## config.mk

```make
export PLATFORM = sky130hd
export DESIGN_NAME = subword_gated_reg
export DESIGN_NICKNAME = d
export VERILOG_FILES = /design/src/rtl/subword_gated_reg.sv
export SDC_FILE = /design/constraint.sdc
export NUM_CORES = 1
export LEC_CHECK = 0
export ABC_AREA = 1
export CAP_MARGIN = 40
export CORE_MARGIN = 1
export CORE_UTILIZATION = 25
export DETAILED_ROUTE_END_ITERATION = 10
export MAX_ROUTING_LAYER = met4
export PLACE_DENSITY = 0.53
export SYNTH_ARGS = -nofsm -noshare
export SYNTH_HDL_FRONTEND = slang
export SYNTH_SLANG_ARGS = --single-unit
```

## constraint.sdc

```tcl
create_clock -name clk -period 1 [get_ports clk]
set_input_delay 0.25 -clock clk [delete_from_list [all_inputs] [get_ports clk]]
set_output_delay 0.25 -clock clk [all_outputs]
set_load 0.02 [all_outputs]
```

## src/rtl/subword_gated_reg.sv

```systemverilog
module subword_gated_reg #(
  parameter int N = 12,
  parameter int P = 3
) (
  input  logic         clk,
  input  logic         rst_n,
  input  logic [N:0]   din,
  output logic [N:0]   dout,
  output logic [P-1:0] sub_en
);
  localparam int M = N / P;

  if ((P < 2) || (N % P != 0)) begin : g_bad_cfg
    $error("subword_gated_reg: N must be a multiple of P and P must be at least 2");
  end

  logic         sign_q;
  logic [N-1:0] mag_q;
  logic [P-1:0] act_q;
  logic [P-1:0] idle_raw;
  logic [P-1:0] idle;
  logic         flip;

  assign flip = din[N] ^ sign_q;

  for (genvar g = 0; g < P; g++) begin : g_slice
    assign idle_raw[g] = din[N] ? (&din[g*M +: M]) : ~(|din[g*M +: M]);
    if (g == 0) begin : g_lsb
      assign idle[g] = 1'b0;
    end else if (g == P-1) begin : g_top
      assign idle[g] = idle_raw[g] & ~flip;
    end else begin : g_mid
      assign idle[g] = idle_raw[g] & idle[g+1];
    end
    assign dout[g*M +: M] = act_q[g] ? mag_q[g*M +: M] : {M{sign_q}};
  end

  assign sub_en  = ~idle;
  assign dout[N] = sign_q;

  always_ff @(posedge clk) begin
    if (!rst_n) begin
      sign_q <= 1'b0;
      mag_q  <= '0;
      act_q  <= '0;
    end else begin
      sign_q <= din[N];
      act_q  <= sub_en;
      for (int i = 0; i < P; i++) begin
        if (sub_en[i]) mag_q[i*M +: M] <= din[i*M +: M];
      end
    end
  end

  logic primed;
  always_ff @(posedge clk) begin
    if (!rst_n) primed <= 1'b0;
    else        primed <= 1'b1;
  end


  capture_match_chk: assert property (@(posedge clk) disable iff (!rst_n)
    primed |=> dout == $past(din));


  sign_flip_all_on_chk: assert property (@(posedge clk) disable iff (!rst_n)
    (din[N] != dout[N]) |-> (&sub_en));


  thermometer_chk: assert property (@(posedge clk) disable iff (!rst_n)
    (sub_en & (sub_en + 1'b1)) == '0);


  top_idle_is_ext_chk: assert property (@(posedge clk) disable iff (!rst_n)
    !sub_en[P-1] |-> din[N-1 -: M] == {M{din[N]}});


  top_hold_chk: assert property (@(posedge clk) disable iff (!rst_n)
    !sub_en[P-1] |=> $stable(mag_q[N-1 -: M]));
endmodule

```

==> flow_summary.toml, run 1 <==
[run_status]
outcome = "finished, violations left"
violations = "DRC, setup timing"

[floorplanning]
die_area_um2 = 3230
start_util_pct = 26.8
fp-row-count = 19
ioPinCount = 31
die_h_um = 56.8
die_width_um = 56.8
core_um2 = 2810

[sta]
final_hold_viol_count = 0
fin_setup_tns_ns = -7.19
slew_violations = 0
layout_min_cycle_time_ns = 1.40
grt_setup_unrepaired = "true"
hold_slack_ns = 0.339
finalCritPeriodShare_pct = 140
fin_ws_ns = -0.400
finalSetupViolCount = 25
skew_ns = 0.00152
fmax_ghz = 0.714

[cells_and_area]
design_area_um2 = 1300
area_growth_pct = 72.7
nNetsFinal = 180
antenna_cells = 0
seq_area_um2 = 325
drive_gt1_share_pct = 38.4
multi_input_area_um2 = 399
stdcell_count = 195
nFillCells = 306

[synth]
avgSynthCellArea_um2 = 6.54
syn_nets = 130
synth_edf_count = 0
ys_ff_latch = 16
yosys_most_used_dff = "dfxtp_1"
synth_commonest_cells = "nand2_1, nor2_1, inv_1"
yosysWarningCount = 0
syn-instance-count = 115
yosysMostFrequentCell = "nand2_1"
ys_seq_area_share_pct = 42.6
ys_async_sr_fraction_pct = 0
ys_types = 14
synth_top_cell_area_share_pct = 42.6
synth_area_leaders = "dfxtp_1, nand2_1, nor2_1, inv_1, o21ai_0"
yosysTopAreaCell = "dfxtp_1"
syn_area_um2 = 752

[clocking]
numCtsBuffers = 3
cts_hold_buf = 0
clk_latency_ns = 0.28
clock-sinks = 16
htreeDepth = 1
path_clk_slew_ns = 0.10
cts_tree = "done"
clockBufferDepth = 2
root_buffer = "clkbuf_4"

[power_and_ir_drop]
p_sw_w = 0.000407
pwr-share-seq_pct = 46.9
clkPwrFrac_pct = 29.3
cellLeakagePower_nw = 0.726
swShare_pct = 27.6
combPwrFrac_pct = 23.8
irDropWorstVdd_v = 0.000520
design_power_total_w = 0.00148
internal-power_w = 0.00107
power_per_cell_area_nw_per_um2 = 1140

[hold_path]
hold_end = "sign_q"
min_path_type = "primary input to register"
hold_start = "din[12]"
min_path_cells = 3

[critical_path]
cp.required_ns = 0.75
worst-r2r-setup-slack_ns = -0.28
r2r.worst_path.cells = 10
start_kind = "register"
slowest_delay_ns = 0.39
worstPathCellList = "nand2_2 -> nor2_1 -> nand2_1 -> nand2_4 -> nand2_4 -> buf_6"
endpoint_kind = "output pin"
crit_arrival_ns = 1.15
rr_endpoint = "mag_q[5]"
path_max_fanout = 4
timing.rr.start = "sign_q"
slowest_stage = "dfxtp_4"
setup.worst_path.class = "register to output pin"
cp_common_cell = "nand2_4"

[drt]
num_vias = 803
finalWirelength_um = 1790
firstDrtPassIters = 7
ant_nets = 0
drcViolationCount = 8
routedWlPerCell_um = 9.20
drt-initial-drc-count = 19
via_per_inst = 4.12

[global_route]
grt_pass1_wl_um = 2990
grt-ovfl-total = 0
grt.met2_usage_pct = 21.9
grt_usage_pct = 11.9
grtUsageMet3_pct = 1.38
grt.busiest_layer = "met2"
grt_pass1_vias = 733
grt_max_degree = 10
antenna_found_initial = 0
grt_use_met1_pct = 13.7

[placed_design]
dp.cells = 188
place_area_um2 = 1180
place_congestion = 0.746
dp_hpwl_um = 1320
portBuffers = 29

[run]
drv_cap = 0
[sequential cells by signal, indices dropped and copies added (netlist names)]
name,cells
sign_q,1
act_q,3
mag_q,12
[metrics by stage]
step	worst slack, ns	util [%]
finish	-0.400	46.3
global route	-0.453	46.3
CTS	-0.402	45.4
detailed placement	-0.963	42.1
global placement	-0.950	42.1
floorplan	-0.0859	-
[cell families after synthesis]
kind of cell / Yosys count / synth area share [%]
simple gates: 64 / 34.6
other cells: 1 / 0.499
compound gates: 13 / 9.15
buf+inv: 21 / 13.1
flops: 16 / 42.6
[worst max path at each step]
stage | start | end | cells past startpoint
after global placement | din[12] | sub_en[2] | 7
after detailed placement | din[12] | sub_en[2] | 7
after floorplan | sign_q | sub_en[1] | 6
after global routing | sign_q | sub_en[1] | 5
after CTS | sign_q | sub_en[1] | 5
final | sign_q | sub_en[1] | 6
[power groups by stage]
stage	Sequential [W]	Combinational (W)	Clock [W]
after floorplan	0.000702	0.000150	0
after global placement	0.000706	0.000338	0
after detailed placement	0.000707	0.000338	0
after CTS	0.000691	0.000343	0.000448
after global routing	0.000697	0.000382	0.000494
final	0.000692	0.000351	0.000433
[layout make-up]
| class | instances | share of cell area, % |
|---|---|---|
| Sequential cell | 16 | 25.0 |
| Inverter | 17 | 4.91 |
| Clock buffer | 4 | 2.79 |
| Tap cell | 31 | 2.99 |
| Multi-Input combinational cell | 78 | 30.7 |
| Timing Repair Buffer | 49 | 33.5 |
[cells in the final DEF (no fill, tap or decap)]
master,instances
clkbuf_8,1
conb_1,1
nor2_1,18
a21oi_2,5
buf_4,24
o21ai_2,3
buf_6,11
o21ai_1,4
inv_1,15
a21oi_1,1
dlymetal6s2s_1,1
nand2_4,4
dfxtp_1,14
nand3_1,5
nand2_1,29
dfxtp_4,1
clkdlybuf4s50_1,4
dfxtp_2,1
inv_2,2
dlygate4sd2_1,9
clkbuf_4,3
nand2_2,7
nand3_2,1
[layer usage]
| metal | vias up | routed length [um] |
|---|---|---|
| met1 | 336 | 826 |
| met5 | - | 0 |
| met4 | 0 | 16 |
| met3 | 2 | 104 |
| li1 | 441 | - |
| met2 | 24 | 847 |
[worst max-delay path: cells and delay by family, from the launching register on]
kind                   cells  cell delay [ns]
buffers and inverters      1             0.12
flip-flops                 1             0.39
AND/OR/NAND/NOR            5             0.36
[repair_timing]
action | 4_1_cts | 5_1_grt
gates resized for setup | 112 | 9
setup buffers | 2 | 0
pin swaps | 4 | 3
endpoints found under the setup margin | 25 | 27
gates cloned | 1 | 0
Note: power is estimated with default switching activity, not from simulation.
==> inputs of run 2 (changes only) <==
RECOVER_POWER = 50   (was not set)
SETUP_SLACK_MARGIN = 0.5   (was not set)
==> flow_summary.toml, run 2 (synthesized netlist as in run 1, its figures left out) <==
[global_route]
grt-ovfl-total = 0
antenna_found_initial = 0
grt_pass1_wl_um = 3500
grt_pass1_vias = 845
grt_max_degree = 10
grt_usage_pct = 14.3

[hold_path]
hold_end = "mag_q[8]"
hold_start = "rst_n"
min_path_cells = 3
min_path_type = "primary input to register"

[floorplanning]
start_util_pct = 26.8
core_um2 = 2810
die_h_um = 56.8
fp-row-count = 19
die_width_um = 56.8
die_area_um2 = 3230
ioPinCount = 31

[cells_and_area]
fin_util_pct = 51.5
final_cell_mix = "buf_6, nand2_2, buf_4"
layout.cells.most_common = "buf_6"
drive_gt1_share_pct = 54.4
reg_top3 = "mag_q x12, act_q x3, sign_q x1"
max_flop_register = "mag_q"
nNetsFinal = 186
antenna_cells = 0
largest_reg_flops = 12
stdcell_count = 200
area_growth_pct = 92.2

[run]
drv_cap = 0

[critical_path]
cp.required_ns = 0.75
r2r.worst_path.cells = 9
worstPathCellList = "nand2_2 -> nor2_2 -> nand2_2 -> nand2_4 -> nand2_4 -> buf_6"
setup.worst_path.class = "register to output pin"
start_kind = "register"
timing.rr.start = "sign_q"
path_max_fanout = 5
endpoint_kind = "output pin"
slowest_delay_ns = 0.38
cp_top_family = "flip-flops"
worst-r2r-setup-slack_ns = -0.30
slowest_stage = "dfxtp_4"
crit_arrival_ns = 1.15
crit_buf_inv = 1
rr_endpoint = "mag_q[10]"

[clocking]
root_buffer = "clkbuf_4"
numCtsBuffers = 3
clock-sinks = 16
htreeDepth = 1
clockBufferDepth = 2
cts_tree = "done"
path_clk_slew_ns = 0.08
cts_hold_buf = 0
clk_latency_ns = 0.27

[drt]
firstDrtPassIters = 6
via_per_inst = 4.34
ant_nets = 0
routedWlPerCell_um = 9.88
drcViolationCount = 8
num_vias = 868
finalWirelength_um = 1980
drt-initial-drc-count = 12

[run_status]
violations = "DRC, setup timing"
outcome = "finished, violations left"

[sta]
final_hold_viol_count = 0
skew_ns = 0.000392
fmax_ghz = 0.716
layout_min_cycle_time_ns = 1.40
fin_ws_ns = -0.396
slew_violations = 0
finalSetupViolCount = 25
grt_setup_unrepaired = "true"
finalCritPeriodShare_pct = 140

[placed_design]
place_congestion = 0.801
portBuffers = 29
dp.cells = 189
dp_hpwl_um = 1370

[power_and_ir_drop]
irDropWorstVdd_v = 0.000462
power_per_cell_area_nw_per_um2 = 987
cellLeakagePower_nw = 0.768
[run 2: how the worst max path moves through the flow]
stage,from,endpoint,slack (ns),cells after the start
after detailed placement,din[12],sub_en[2],-0.98,7
after floorplan,sign_q,sub_en[1],-0.09,6
final,sign_q,sub_en[1],-0.40,6
after global routing,sign_q,sub_en[1],-0.48,6
after CTS,sign_q,sub_en[1],-0.41,6
after global placement,din[12],sub_en[2],-0.95,7
[run 2: routing by layer]
layer  up-vias  global-route usage [%]  wire length, um
met3         2                    2.76              101
met4         0                    3.14               10
met1       388                    15.2              783
met5         -                       -                0
li1        458                       -                -
met2        20                    27.2             1080
[run 2: worst reg2reg max path: cells and delay by family, from the launching register on]
kind	cells	cell delay, ns
AO/OA/AOI/OAI	1	0.17
buffers and inverters	3	0.37
flip-flops	1	0.37
AND/OR/NAND/NOR	5	0.29
[run 2: through the flow]
step / total power [W] / TNS (ns) / setup WS (ns) / instance area, um^2 / hold slack [ns]
floorplan: 0.000873 / -0.329 / -0.0858 / 812 / 0.278
finish: 0.00143 / -7.66 / -0.396 / 1450 / 0.268
detailed placement: 0.00106 / -14.52 / -0.979 / 1230 / 0.469
global placement: 0.00106 / -14.13 / -0.949 / 1230 / 0.465
global route: 0.00152 / -9.37 / -0.476 / 1450 / 0.285
CTS: 0.00140 / -6.33 / -0.409 / 1320 / 0.236
[run 2: report_power, final]
| group | switching, W | total [W] | internal, W | leakage (nW) |
|---|---|---|---|---|
| clock | 0.000178 | 0.000317 | 0.000139 | 0.0138 |
| sequential | 0.0000188 | 0.000692 | 0.000673 | 0.134 |
| combinational | 0.000208 | 0.000417 | 0.000209 | 0.620 |
[run 2: final cells by class]
class	count	area [um^2]
Fill cell	283	1360
Timing Repair Buffer	55	510
Multi-Input combinational cell	78	482
Sequential cell	16	328
Inverter	17	63.8
Tap cell	31	38.8
Clock buffer	3	22.5
[run 2: repair_timing]
item | CTS | global route
hold endpoints to repair | 0 | 0
endpoints found under the setup margin | 31 | 25
pin swaps | 5 | 8
setup buffers | 3 | 4
gates cloned | 1 | 0
resized for setup | 128 | 27
==> inputs of run 3 (changes only) <==
GPL_ROUTABILITY_DRIVEN = 0   (was not set)
==> results of run 3 <==
Same layout as run 2: the final DEF is identical, and so are final timing and power.
